--- src/rtl/plru8_pkg.sv ---
package plru8_pkg;
    localparam int WAYS      = 8;
    localparam int WAY_W     = $clog2(WAYS);
    localparam int TREE_BITS = WAYS - 1;

    typedef logic [WAY_W-1:0]     way_t;
    typedef logic [TREE_BITS-1:0] tree_t;
endpackage

--- src/rtl/plru8_touch_decode.sv ---
module plru8_touch_decode
    import plru8_pkg::*;
(
    input  way_t  way,
    output tree_t wr_mask,
    output tree_t wr_val
);
    logic [2:0] mid_node;
    logic [2:0] leaf_node;

    always_comb begin
        mid_node  = 3'd1 + {2'b00, way[2]};
        leaf_node = 3'd3 + {1'b0, way[2:1]};
        wr_mask   = '0;
        wr_val    = '0;
        wr_mask[0]         = 1'b1;
        wr_val[0]          = ~way[2];
        wr_mask[mid_node]  = 1'b1;
        wr_val[mid_node]   = ~way[1];
        wr_mask[leaf_node] = 1'b1;
        wr_val[leaf_node]  = ~way[0];
    end
endmodule

--- src/rtl/plru8_victim_walk.sv ---
module plru8_victim_walk
    import plru8_pkg::*;
(
    input  tree_t row,
    output way_t  victim
);
    logic [2:0] mid_node;
    logic [2:0] leaf_node;
    logic       go_upper;
    logic       go_right;

    always_comb begin
        go_upper  = row[0];
        mid_node  = 3'd1 + {2'b00, go_upper};
        go_right  = row[mid_node];
        leaf_node = 3'd3 + {1'b0, go_upper, go_right};
        victim    = {go_upper, go_right, row[leaf_node]};
    end
endmodule

--- src/rtl/plru8_state_bank.sv ---
module plru8_state_bank
    import plru8_pkg::*;
#(
    parameter int SET_COUNT = 48,
    parameter int IDX_W     = 6
) (
    input  logic                              clk,
    input  logic                              rst_n,
    input  logic                              wr_en,
    input  logic [IDX_W-1:0]                  wr_set,
    input  tree_t                             wr_mask,
    input  tree_t                             wr_val,
    output logic [SET_COUNT-1:0][TREE_BITS-1:0] rows_q
);
    for (genvar s = 0; s < SET_COUNT; s++) begin : g_set
        tree_t row_r;
        logic  sel;

        assign sel = wr_en && (wr_set == IDX_W'(s));

        always_ff @(posedge clk) begin
            if (!rst_n) begin
                row_r <= '0;
            end else if (sel) begin
                row_r <= (row_r & ~wr_mask) | (wr_val & wr_mask);
            end
        end

        assign rows_q[s] = row_r;
    end
endmodule

--- src/rtl/plru8_tree_ctrl.sv ---
module plru8_tree_ctrl
    import plru8_pkg::*;
#(
    parameter int SET_COUNT = 48,
    parameter int IDX_W     = 6
) (
    input  logic             clk,
    input  logic             rst_n,
    input  logic             acc_valid,
    input  logic             acc_snoop,
    input  logic [IDX_W-1:0] acc_set,
    input  logic [2:0]       acc_way,
    input  logic [IDX_W-1:0] look_set,
    output logic [2:0]       victim_way
);
    localparam logic [IDX_W:0] SET_LIMIT = (IDX_W+1)'(SET_COUNT);

    logic                               acc_in_range;
    logic                               look_in_range;
    logic                               upd_en;
    tree_t                              upd_mask;
    tree_t                              upd_val;
    tree_t                              look_row;
    way_t                               walk_way;
    logic [SET_COUNT-1:0][TREE_BITS-1:0] rows_q;

    assign acc_in_range  = {1'b0, acc_set}  < SET_LIMIT;
    assign look_in_range = {1'b0, look_set} < SET_LIMIT;
    assign upd_en        = acc_valid && !acc_snoop && acc_in_range;

    plru8_touch_decode u_touch (
        .way     (acc_way),
        .wr_mask (upd_mask),
        .wr_val  (upd_val)
    );

    plru8_state_bank #(
        .SET_COUNT (SET_COUNT),
        .IDX_W     (IDX_W)
    ) u_bank (
        .clk     (clk),
        .rst_n   (rst_n),
        .wr_en   (upd_en),
        .wr_set  (acc_set),
        .wr_mask (upd_mask),
        .wr_val  (upd_val),
        .rows_q  (rows_q)
    );

    always_comb begin
        look_row = '0;
        if (look_in_range) begin
            look_row = rows_q[look_set];
        end
    end

    plru8_victim_walk u_walk (
        .row    (look_row),
        .victim (walk_way)
    );

    assign victim_way = walk_way;
endmodule

--- config.mk ---
export PLATFORM = sky130hd
export DESIGN_NAME = plru8_tree_ctrl
export DESIGN_NICKNAME = d
export VERILOG_FILES = /design/src/rtl/plru8_pkg.sv /design/src/rtl/plru8_touch_decode.sv /design/src/rtl/plru8_victim_walk.sv /design/src/rtl/plru8_state_bank.sv /design/src/rtl/plru8_tree_ctrl.sv
export SDC_FILE = /design/constraint.sdc
export NUM_CORES = 1
export LEC_CHECK = 0
export ABC_AREA = 0
export BUFFER_PORTS_ARGS = -buffer_cell sky130_fd_sc_hd__buf_2
export CORE_MARGIN = 5
export CORE_UTILIZATION = 63
export DETAILED_ROUTE_END_ITERATION = 8
export PLACE_DENSITY = 0.79
export SLEW_MARGIN = 20
export SYNTH_ARGS = -nofsm -noshare
export SYNTH_HDL_FRONTEND = slang
export SYNTH_HIERARCHICAL = 1
export SYNTH_SLANG_ARGS = --single-unit
--- constraint.sdc ---
create_clock -name clk -period 3.3 [get_ports clk]
set_clock_uncertainty 0.05 [all_clocks]
set_input_delay 0.165 -clock clk [delete_from_list [all_inputs] [get_ports clk]]
set_output_delay 0.165 -clock clk [all_outputs]
set_load 0.02 [all_outputs]
### Word level (Yosys, flattened, before mapping)

Cells that the tools add are included.
W data, S select, Z words.

* register bits after elaboration: 336
* latch bits: 0
* memory bits (writable): 0
* bits in read-only memories: 0
* input port bits: 19
* word-level logic and storage cells: 277
* memories: 0

* add/sub/neg operators: 4
* multiply operators: 0
* div/mod/pow operators: 0
* order comparisons: 9
* equal/unequal tests: 47
* shift operators: 0
* mux-type cells: 13
* bitwise logic cells: 102
* reductions and logical operators: 54

Operator list (number)
* $and A7 B7 Y7: 49
* $or A7 B7 Y7: 49
* $eq A6 B5 Y1 const B: 16
* $eq A6 B6 Y1 const B: 16
* $logic_and A1 B1 Y1: 52
* $eq A6 B4 Y1 const B: 8
* $bmux W7 S6: 1
* $eq A6 B3 Y1 const B: 4
* $lt A3 B4 Y1 const B: 4
* $bwmux W7: 2
* $mux W7: 2
* $eq A6 B2 Y1 const B: 2
* $lt A6 B6 Y1 const B: 2
* $lt A6 B7 Y1 const B: 1
* $not A7 Y7: 1
* $add A2 B2 Y3 const A: 2
* $bmux W1 S3: 2
* $demux W1 S3: 2
* $eq A6 B1 Y1 const B: 1
* $ge A3 B1 Y1 const B: 2
* $logic_not A6 Y1: 1
* $add A1 B1 Y2 const A: 2
* $mux W1: 4
* $not A1 Y1: 3
* $logic_not A1 Y1: 1

### Logic depth before layout (Yosys ltp)

Gate-level depths: netlist of the first run.

* depth after elaboration: 9
* depth in mapped cells: 11
* mapped depth without buffers: 7

### Modules after synthesis

The synthesis of the first run kept the hierarchy.

Modules (own cells, without submodules)
* plru8_state_bank: instances 1, cells each 1377, area an instance 13596.8 µm², sequential area each 6726.5 µm²
* plru8_tree_ctrl: instances 1, cells each 245, area an instance 2872.8 µm², sequential area each 0.0 µm²
* plru8_touch_decode: instances 1, cells each 21, area an instance 157.7 µm², sequential area each 0.0 µm²
* plru8_victim_walk: instances 1, cells each 6, area an instance 60.1 µm², sequential area each 0.0 µm²

### Worst setup path after synthesis of the first run

No wires, ideal clock.

* kind: in2out
* start point: input look_set[0]
* end point: output victim_way[0]
* data arrival time: 2086 ps
* required time: 3085 ps
* setup slack: 999 ps
* stages: 10
* buffers on the path: 3
* path through: buf_6 -> buf_6 -> buf_6 -> mux4_2 -> nor2_1 -> a21oi_1 -> a221oi_2 -> o22ai_1 -> mux2i_1 -> mux2i_1

RTL lines
* start: declaration: RTL line plru8_tree_ctrl.sv:13 `input logic [IDX_W-1:0] look_set,`
* $bmux W7 S6: RTL line plru8_tree_ctrl.sv:53 `look_row = rows_q[look_set];`
* $mux W7 (implied by the code): RTL line plru8_tree_ctrl.sv:53
* $mux W7 *: RTL line plru8_tree_ctrl.sv:52 `if (look_in_range) begin`
* via look_row[1]: RTL line plru8_tree_ctrl.sv:23 `tree_t look_row;`
* $bmux W1 S3: RTL line plru8_victim_walk.sv:15 `go_right = row[mid_node];`
* $mux W1 (implied by the code): RTL line plru8_victim_walk.sv:15
* $add A2 B2 Y3: RTL line plru8_victim_walk.sv:16 `leaf_node = 3'd3 + {1'b0, go_upper, go_right};`
* $bmux W1 S3 *: RTL line plru8_victim_walk.sv:17 `victim = {go_upper, go_right, row[leaf_node]};`
* $mux W1 (implied by the code) *: RTL line plru8_victim_walk.sv:17
* end: declaration: RTL line plru8_tree_ctrl.sv:14 `output logic [2:0] victim_way`

Mark *: on every way through the listed nets, which the timed path passes. The rest lies on a longest branch. The select of a mux whose other input is x is not followed.

==> metrics.md, run 1 <==
| Metric | Value |
|---|---|
| Ant. Diodes | `0` |
| Worst-path cell chain | `mux4_2, mux2_2, a221oi_1, o22ai_1, mux2i_1, mux2i_1, buf_2` |
| Post-route cell area | `0.0179 mm^2` |
| Static Leak | `0.00658 uW` |
| Final wirelength | `45200 um` |
| Clk buf depth | `3` |
| Area grow syn2layout | `7.28%` |
| Die Wd | `173 um` |
| Row cnt | `59` |
| Final Hold Vio Count | `0` |
| DRT met1 WL | `18600 um` |
| Peak supply drop | `503 uV` |
| Simple-gate portion of the synthesized area | `10.1%` |
| Starting Density | `64.0%` |
| Synth warn | `6` |
| Netlist Area Pre-Place | `0.0167 mm^2` |
| Relative slew slack | `23.9%` |
| Final setup viols | `0` |
| Number of CTS-inserted buffers | `37` |
| Critical path startpoint category | `flop` |
| FF+latch count, synth | `336` |
| Outcome | `complete, no violations` |
| Crit path kind | `reg2out` |
| Met3 wire len | `3930 um` |
| Post-CTS sizing | `0` |
| Clock root buffer | `clkbuf_16` |
| Vias | `13352` |
| CP bufs+invs | `1` |
| Max layer used | `met4` |
| Crit path depth | `7` |
| Post-placement cell area | `0.0167 mm^2` |
| DRC | `0` |
| DR vias/cell | `7.01` |
| Clock latency on the worst-skew pair | `0.52 ns` |
| Hold_ws | `0.147 ns` |
| Critical path's most frequent cell | `mux2i_1` |
| Sequential share of the synthesized area | `40.3%` |
| Hold Path Origin | `rst_n` |
| Die Y | `173 um` |
| Post-synthesis compound-gate area fraction | `22.2%` |
| Pwr per Cell Area | `491 mW/mm^2` |
| Fmax | `320 MHz` |
| Slew @ Worst Pin | `1.14 ns` |
| Max-slew violations | `0` |
| CP top delay family | `multiplexers` |
| Crit-path max FO | `2` |
| Routed Antenna Nets | `0` |
| Utilization after layout | `68.7%` |
| Slowest stage cell on the critical path | `mux4_2` |
| Cts hold-fix bufs | `0` |
| Routed len/inst | `23.7 um` |
| Unrepaired setup endpoints after global routing | `false` |
| Met2 WL | `21200 um` |
| Total negative setup slack | `0 ns` |
| # IOs | `22` |
| Port bufs | `21` |
| Post-route clock period utilization | `94.6%` |
| GPL Wtd Cong | `0.815` |
| Main combinational cell family by area after synthesis | `compound AO/OA/AOI/OAI gates` |
| Pin count of the biggest net entering global routing | `105` |
| Netlist cell types | `47` |
| Hold depth | `3` |
| H-Tree Depth | `2` |
| Reg2reg path depth | `2` |
| Synth Instances | `1649` |
| Total GRT Usage | `28.5%` |
| Hpwl dp | `26400 um` |
| Mux share of post-synthesis cell area | `19.9%` |
| Core Area | `0.0261 mm^2` |
| Nature of the critical path endpoint | `primary output` |
| Synth Flop Type | `dfxtp_1` |
| Post-synth EDFFs | `0` |
| Avg Inst Size Synth | `10.1 um^2` |
| Synth Net Count | `1673` |
| Tot Pwr | `8800 uW` |
| Vias in the first global route | `12705` |
| WP data arrival | `2.91 ns` |
| Min cycle time layout | `3.12 ns` |
| CTS clk-pin slew, worst paths | `0.06 ns` |
| CTS tree | `built` |
| Min-Delay Path Class | `in2reg` |
| Initial antenna violation count | `0` |
| Max cap viols | `0` |
| Clock sink count | `336` |
| Die ar. | `0.0298 mm^2` |
| Share of layout cells above drive strength 1 | `16.1%` |
| Asr flop ratio synth | `0%` |
| DR iter-0 viols | `1851` |
| CP required | `3.08 ns` |
| First drt pass iteration count | `5` |
| Remaining global-route overflow | `0` |
| CP max stage delay | `0.45 ns` |
| Adder-Cell Fraction of Synth Area | `0.375%` |
| Final-stage net count | `1567` |
| First-pass GRT wire length | `70500 um` |
| Setup bufs post-CTS | `0` |
| XOR/XNOR share of the synthesized area | `0%` |
| Flop2flop setup slack | `2.54 ns` |
==> cells in the final DEF (no fill, tap or decap), types with 19 or more instances in the layout <==
| cell type | synthesis | layout |
|---|---|---|
| dfxtp_1 | 336 | 336 |
| o31ai_1 | 224 | 224 |
| o211ai_1 | 224 | 224 |
| mux4_2 | 70 | 70 |
| nand2_1 | 248 | 248 |
| buf_2 | 56 | 19 |
| clkbuf_16 | 0 | 39 |
| buf_4 | 18 | 65 |
| mux2i_1 | 165 | 165 |
==> routing by layer <==
metal	vias up	global-route usage (%)
met5	-	0
met4	0	10.4
met3	129	4.59
met2	636	45.3
met1	6511	39.6
li1	6076	-
==> worst max-delay path by stage <==
| stage | slack, ns | from | to |
|---|---|---|---|
| final | 0.18 | flop | victim_way[0] |
| after global placement | 0.47 | look_set[0] | victim_way[0] |
| after global routing | 0.11 | flop | victim_way[0] |
| after floorplan | 1.0 | look_set[0] | victim_way[0] |
| after detailed placement | 0.41 | look_set[0] | victim_way[0] |
| after CTS | 0.22 | flop | victim_way[0] |
==> where the power goes <==
group	switching (uW)	leakage (uW)	internal, uW
clock network	1670	0.000604	2490
registers	0.888	0.00270	4060
logic	414	0.00328	157
==> worst min-delay path, stage by stage <==
cell and delay [ns]:
buf_8 0.26, o211ai_1 0.17, o31ai_1 0.07
==> metrics by stage <==
stage	std cells	worst slack, ns
after detailed placement	1839	0.413
after floorplan	1649	0.999
after global routing	1904	0.107
final	1904	0.177
after CTS	1904	0.217
after global placement	1839	0.472
==> synthesized netlist by cell type (all sizes together) (3+ instances only) <==
| cell type | n | area (um^2) |
|---|---|---|
| o22ai | 7 | 43.8 |
| clkbuf | 130 | 490 |
| nand4b | 18 | 183 |
| buf | 105 | 667 |
| nor4bb | 9 | 90.1 |
| ha | 5 | 62.6 |
| nor2b | 7 | 43.8 |
| mux2 | 8 | 93.8 |
| a221oi | 7 | 86.3 |
| clkinv | 7 | 26.3 |
| nor4b | 4 | 86.3 |
| nand4 | 8 | 56.3 |
| nor2 | 8 | 30.0 |
| o211ai | 224 | 1680 |
| nand4bb | 6 | 67.6 |
| dfxtp | 336 | 6730 |
| and4b | 4 | 40.0 |
| mux2i | 165 | 1650 |
| o311a | 7 | 70.1 |
| a22oi | 7 | 52.6 |
| o31ai | 224 | 1680 |
| and4bb | 4 | 50.1 |
| a21oi | 14 | 70.1 |
| nand2 | 248 | 931 |
| or4b | 4 | 43.8 |
| inv | 3 | 11.3 |
| mux4 | 70 | 1580 |
==> cells by family after synthesis <==
kind of cell,after synthesis
and+or+nand+nor,327
DFF,336
adders and majority gates,5
buffers and inverters,245
other,1
AOI/OAI and AO/OA,492
muxes,243
==> final cells by class <==
cell class / count / area (um^2)
clock buffers: 52 / 1060
clock inverters: 13 / 150
fillers: 1893 / 8160
inverters: 10 / 37.5
multi-input cells: 1068 / 8810
flip-flops and latches: 336 / 6730
well taps: 335 / 419
repair buffers: 90 / 689
Note: power is estimated with default switching activity, not from simulation.
==> run 2: changes to the inputs <==
--- a/config.mk
+++ b/config.mk
@@ -6,11 +6,11 @@
 export NUM_CORES = 1
 export LEC_CHECK = 0
 export ABC_AREA = 0
-export BUFFER_PORTS_ARGS = -buffer_cell sky130_fd_sc_hd__buf_2
 export CORE_MARGIN = 5
 export CORE_UTILIZATION = 63
 export DETAILED_ROUTE_END_ITERATION = 8
-export PLACE_DENSITY = 0.79
+export DONT_BUFFER_PORTS = 1
+export PLACE_DENSITY = 0.78
 export SLEW_MARGIN = 20
 export SYNTH_ARGS = -nofsm -noshare
 export SYNTH_HDL_FRONTEND = slang
==> metrics.md, run 2 (synthesized netlist as in run 1, its figures left out) <==
| Metric | Value |
|---|---|
| Outcome | `complete, no violations (unchanged)` |
| Relative slew slack | `18.6% (was 23.9%)` |
| Fmax | `328 MHz (was 320 MHz)` |
| Final-stage net count | `1715 (was 1567)` |
| Peak supply drop | `486 uV (was 503 uV)` |
| First drt pass iteration count | `6 (was 5)` |
| Remaining global-route overflow | `0 (unchanged)` |
| Switching Fraction | `22.6% (was 23.8%)` |
| Final setup viols | `0 (unchanged)` |
| Unrepaired setup endpoints after global routing | `false (unchanged)` |
| Clock Power Share | `47.6% (was 47.4%)` |
| Vias in the first global route | `14501 (was 12705)` |
| Setup bufs post-CTS | `0 (unchanged)` |
| Port bufs | `0 (was 21)` |
| Number of CTS-inserted buffers | `36 (was 37)` |
| WP data arrival | `2.83 ns (was 2.91 ns)` |
| Starting Density | `64.0% (unchanged)` |
| Seq pwr share | `47.8% (was 46.1%)` |
| Min cycle time layout | `3.05 ns (was 3.12 ns)` |
| Clock sink count | `336 (unchanged)` |
| Row cnt | `59 (unchanged)` |
| GPL Wtd Cong | `0.858 (was 0.815)` |
| Core Area | `0.0261 mm^2 (unchanged)` |
| First-pass GRT wire length | `78600 um (was 70500 um)` |
| Area grow syn2layout | `16.8% (was 7.28%)` |
| Commonest non-fill, non-tap cells in the layout | `336 x dfxtp_1, 247 x nand2_1, 224 x o211ai_1, 224 x o31ai_1, 195 x dlygate4sd3_1 (was 336 x dfxtp_1, 248 x nand2_1, 224 x o211ai_1, 224 x o31ai_1, 165 x mux2i_1)` |
| Initial antenna violation count | `0 (unchanged)` |
| Post-route clock period utilization | `92.4% (was 94.6%)` |
| Pin count of the biggest net entering global routing | `174 (was 105)` |
| Critical path startpoint category | `flop (unchanged)` |
| Total negative setup slack | `0 ns (unchanged)` |
| CTS tree | `built (unchanged)` |
| Clock latency on the worst-skew pair | `0.52 ns (about the same)` |
| Die ar. | `0.0298 mm^2 (unchanged)` |
| Placed Cells | `1792 (was 1839)` |
| Commonest non-fill, non-tap cell in the layout | `dfxtp_1 (unchanged)` |
| Ant. Diodes | `0 (unchanged)` |
| CP Capture Point | `victim_way[0] (unchanged)` |
| Internal | `6570 uW (was 6710 uW)` |
| Die Wd | `173 um (unchanged)` |
| Gate power share | `4.6% (was 6.5%)` |
| Final Hold Vio Count | `0 (unchanged)` |
| Max-slew violations | `0 (unchanged)` |
| Sw power | `1920 uW (was 2090 uW)` |
| Max cap viols | `0 (unchanged)` |
| Min-Delay Path Class | `in2reg (unchanged)` |
| Hpwl dp | `23900 um (was 26400 um)` |
| # IOs | `22 (unchanged)` |
| Static Leak | `0.00677 uW (was 0.00658 uW)` |
| Clock root buffer | `clkbuf_16 (unchanged)` |
| DR vias/cell | `7.07 (was 7.01)` |
| H-Tree Depth | `2 (unchanged)` |
| Routed len/inst | `24.3 um (was 23.7 um)` |
| Vias | `14510 (was 13352)` |
| Clk buf depth | `3 (unchanged)` |
| Nature of the critical path endpoint | `primary output (unchanged)` |
| Share of layout cells above drive strength 1 | `12.2% (was 16.1%)` |
| Flop2flop setup slack | `1.31 ns (was 2.54 ns)` |
| Post-CTS sizing | `0 (unchanged)` |
| Post-Layout Cell Count | `2053 (was 1904)` |
| Pwr per Cell Area | `435 mW/mm^2 (was 491 mW/mm^2)` |
| Crit-path max FO | `3 (was 2)` |
| Die Y | `173 um (unchanged)` |
| CTS clk-pin slew, worst paths | `0.06 ns (about the same)` |
| Slew @ Worst Pin | `1.20 ns (was 1.14 ns)` |
| # fillers | `1556 (was 1893)` |
| DRC | `0 (unchanged)` |
| Final wirelength | `49800 um (was 45200 um)` |
| Crit path kind | `reg2out (unchanged)` |
| DR iter-0 viols | `1998 (was 1851)` |
| Total GRT Usage | `31.8% (was 28.5%)` |
| Routed Antenna Nets | `0 (unchanged)` |
| Reg2reg path depth | `4 (was 2)` |
| CP required | `3.08 ns (about the same)` |
[run 2: cell types whose count changed in the layout (fill, tap and decap cells not counted), moves of 3 or more]
cell	delta
buf_12	-4
dlygate4sd3_1	+195
clkbuf_8	+3
buf_4	-22
buf_2	-19
[run 2: layer usage]
metal / up-vias / routed length (um) / track usage, %
li1: 6392 / - / -
met1: 7047 / 19500 / 41.0
met2: 827 / 22800 / 50.0
met3: 244 / 4760 / 7.38
met4: 0 / 2840 / 16.7
met5: - / 0 / 0
[run 2: critical path, stage by stage, from the launching register on]
cell     delay [ns]
dfxtp_1        0.34
mux4_2         0.23
mux2i_1        0.08
o311a_1        0.29
o22ai_1        0.82
mux2i_1        0.55
[run 2: worst min path at each step]
| stage | end | cells past startpoint | startpoint | slack [ns] |
|---|---|---|---|---|
| after floorplan | flop | 2 | flop | 0.39 |
| after global placement | flop | 2 | rst_n | 0.30 |
| after detailed placement | flop | 2 | rst_n | 0.30 |
| after CTS | flop | 4 | acc_set[5] | 0.008 |
| after global routing | flop | 4 | acc_set[5] | 0.03 |
| final | flop | 4 | acc_set[5] | 0.02 |
[run 2: stage by stage]
| step | total power [uW] | setup slack, ns | hold slack (ns) | cell area, um^2 | util (%) |
|---|---|---|---|---|---|
| after CTS | 8470 | 0.359 | 0.00771 | 19500 | 74.8 |
| after global routing | 8700 | 0.197 | 0.0286 | 19500 | 74.8 |
| after global placement | 4460 | 0.930 | 0.296 | 16300 | 62.7 |
| final | 8490 | 0.251 | 0.0200 | 19500 | 74.8 |
| after detailed placement | 4470 | 0.906 | 0.302 | 16300 | 62.7 |
| after floorplan | 4550 | 0.999 | 0.385 | 16700 | - |
[run 2: layout make-up]
class	count	area, um^2	share of cell area (%)
Tap cell	335	419	2.15
Timing Repair Buffer	239	2300	11.8
Sequential cell	336	6730	34.5
Clock buffer	53	1060	5.42
Clock inverter	12	123	0.629
Multi-Input combinational cell	1068	8830	45.3
Inverter	10	37.5	0.193
[run 2: power groups by stage]
stage          clock [uW]  combinational [uW]  sequential (uW)
6_report             4040                 389             4060
5_1_grt              4240                 401             4060
4_1_cts              4040                 369             4060
3_5_place_dp            0                 320             4150
3_3_place_gp            0                 317             4150
2_1_floorplan           0                 406             4150
[run 2: repair_timing]
item	4_1_cts	5_1_grt
setup endpoints to repair	0	0
hold buffers	196	0
endpoints found under the hold margin	336	0
==> run 3: changes to the inputs <==
--- a/config.mk
+++ b/config.mk
@@ -5,7 +5,7 @@
 export SDC_FILE = /design/constraint.sdc
 export NUM_CORES = 1
 export LEC_CHECK = 0
-export ABC_AREA = 0
+export CORE_ASPECT_RATIO = 0.6
 export CORE_MARGIN = 5
 export CORE_UTILIZATION = 63
 export DETAILED_ROUTE_END_ITERATION = 8
==> metrics.md, run 3 (synthesized netlist as in run 1, its figures left out) <==
| Metric | Value |
|---|---|
| Outcome | `complete, no violations (unchanged)` |
| DR iter-0 viols | `2051 (was 1998)` |
| Share of layout cells above drive strength 1 | `11.7% (was 12.2%)` |
| Nature of the critical path endpoint | `primary output (unchanged)` |
| Pwr per Cell Area | `407 mW/mm^2 (was 435 mW/mm^2)` |
| CP max stage delay | `0.55 ns (was 0.82 ns)` |
| Slowest stage cell on the critical path | `mux2i_1 (was o22ai_1)` |
| DRC | `0 (unchanged)` |
| Critical path's most frequent cell | `mux2i_1 (unchanged)` |
| DR vias/cell | `6.94 (was 7.07)` |
| Routed Antenna Nets | `0 (unchanged)` |
| Final wirelength | `51600 um (was 49800 um)` |
| Peak supply drop | `337 uV (was 486 uV)` |
| Hold depth | `3 (was 4)` |
| Remaining global-route overflow | `0 (unchanged)` |
| Clock latency on the worst-skew pair | `0.58 ns (was 0.52 ns)` |
| Flop2flop setup slack | `1.43 ns (was 1.31 ns)` |
| Pin count of the biggest net entering global routing | `177 (was 174)` |
| Utilization after layout | `74.9% (was 74.8%)` |
| Starting Density | `63.6% (was 64.0%)` |
| Die Wd | `220 um (was 173 um)` |
| # IOs | `22 (unchanged)` |
| Reg2reg path depth | `4 (unchanged)` |
| CP required | `3.08 ns (about the same)` |
| Area grow syn2layout | `17.9% (was 16.8%)` |
| First-pass GRT wire length | `80200 um (was 78600 um)` |
| First drt pass iteration count | `5 (was 6)` |
| Final setup viols | `0 (unchanged)` |
| Clock root buffer | `clkbuf_16 (unchanged)` |
| Clk buf depth | `3 (unchanged)` |
| Core Area | `0.0262 mm^2 (was 0.0261 mm^2)` |
| Max cap viols | `0 (unchanged)` |
| Relative slew slack | `18.7% (was 18.6%)` |
| Static Leak | `0.00691 uW (was 0.00677 uW)` |
| Worst-path cell chain | `mux4_2, nor2_1, a21oi_1, a221oi_2, o22ai_1, mux2i_1, mux2i_1 (was mux4_2, mux2i_1, o311a_1, o22ai_1, mux2i_1)` |
| Hold Path Origin | `acc_set[4] (was acc_set[5])` |
| CTS clk-pin slew, worst paths | `0.07 ns (was 0.06 ns)` |
| Vias in the first global route | `14284 (was 14501)` |
| Vias | `14591 (was 14510)` |
| Routed len/inst | `24.5 um (was 24.3 um)` |
| GPL Wtd Cong | `0.832 (was 0.858)` |
| Clock sink count | `336 (unchanged)` |
| Critical path startpoint category | `flop (unchanged)` |
| Die ar. | `0.0299 mm^2 (was 0.0298 mm^2)` |
| H-Tree Depth | `1 (was 2)` |
| Hpwl dp | `25600 um (was 23900 um)` |
| Slew @ Worst Pin | `1.22 ns (was 1.20 ns)` |
| Number of CTS-inserted buffers | `30 (was 36)` |
| Total negative setup slack | `0 ns (unchanged)` |
| Row cnt | `46 (was 59)` |
| Max-slew violations | `0 (unchanged)` |
| CTS tree | `built (unchanged)` |
| Min-Delay Path Class | `in2reg (unchanged)` |
| Commonest non-fill, non-tap cell in the layout | `dfxtp_1 (unchanged)` |
| Setup bufs post-CTS | `0 (unchanged)` |
| Final Hold Vio Count | `0 (unchanged)` |
| # fillers | `1708 (was 1556)` |
| Unrepaired setup endpoints after global routing | `false (unchanged)` |
| Ant. Diodes | `0 (unchanged)` |
| Commonest non-fill, non-tap cells in the layout | `336 x dfxtp_1, 248 x nand2_1, 226 x dlygate4sd3_1 (was 336 x dfxtp_1, 247 x nand2_1, 224 x o211ai_1, 224 x o31ai_1, 195 x dlygate4sd3_1)` |
| Crit-path max FO | `2 (was 3)` |
| WP data arrival | `2.84 ns (was 2.83 ns)` |
| Fmax | `328 MHz (about the same)` |
| Port bufs | `0 (unchanged)` |
| Total GRT Usage | `33.9% (was 31.8%)` |
| Final-stage net count | `1742 (was 1715)` |
| Die Y | `136 um (was 173 um)` |
| Crit path kind | `reg2out (unchanged)` |
| Initial antenna violation count | `0 (unchanged)` |
| Min cycle time layout | `3.05 ns (about the same)` |
| Post-route clock period utilization | `92.4% (about the same)` |
-- run 3: changes by cell type in the layout (fill, tap and decap cells not counted), moves of 2 or more --
cell	delta
clkbuf_1	-3
bufinv_16	-2
buf_4	+2
clkbuf_16	-6
inv_6	-2
clkbuf_8	+2
dlygate4sd3_1	+31
-- run 3: cell type report --
type / instances / area, um^2 / area share [%]
flip-flops and latches: 336 / 6730 / 34.2
clock buffers: 46 / 922 / 4.69
inverters: 10 / 37.5 / 0.191
well taps: 360 / 450 / 2.29
multi-input cells: 1068 / 8850 / 45.0
repair buffers: 272 / 2630 / 13.4
clock inverters: 9 / 50.0 / 0.254
-- run 3: stage by stage --
step / hold WS [ns] / total power, uW / setup slack, ns / instance area (um^2) / cells
after floorplan: 0.385 / 4550 / 0.999 / 16700 / 1649
after global placement: 0.299 / 4470 / 0.736 / 16400 / 1819
after detailed placement: 0.302 / 4480 / 0.708 / 16400 / 1819
after CTS: 0.0325 / 7970 / 0.270 / 19600 / 2101
after global routing: 0.0547 / 8200 / 0.103 / 19700 / 2101
final: 0.0597 / 8010 / 0.250 / 19700 / 2101
-- run 3: worst max-delay path: cells and delay by family (launching register included) --
family | cells | cell delay (ns)
AOI/OAI and AO/OA | 3 | 0.64
DFF | 1 | 0.32
muxes | 3 | 1.15
and+or+nand+nor | 1 | 0.13
-- run 3: power by group --
group / switching [uW] / internal [uW] / total [uW] / leakage (uW)
Sequential: 0.856 / 4050 / 4050 / 0.00270
Clock: 1620 / 1920 / 3540 / 0.000481
Combinational: 278 / 135 / 413 / 0.00372
-- run 3: per-layer routing --
| metal | up-vias | wire length [um] | GRT usage (%) |
|---|---|---|---|
| li1 | 6430 | - | - |
| met1 | 7147 | 21200 | 47.1 |
| met2 | 850 | 22500 | 51.2 |
| met3 | 164 | 6350 | 10.1 |
| met4 | 0 | 1520 | 10.6 |
| met5 | - | 0 | 0 |
-- run 3: what timing repair did --
item                       CTS  global route
hold buffers               227             0
setup endpoints to repair    0             1
gates resized for setup      0             1
hold endpoints to repair   336             0
-- run 3: how the worst max path moves through the flow --
stage,from,endpoint,slack (ns),cells after the start
global route,flop,victim_way[0],0.10,6
CTS,acc_set[3],flop,0.27,6
floorplan,look_set[0],victim_way[0],1.0,10
finish,flop,victim_way[0],0.25,7
detailed placement,look_set[1],victim_way[0],0.71,6
global placement,look_set[1],victim_way[0],0.74,6
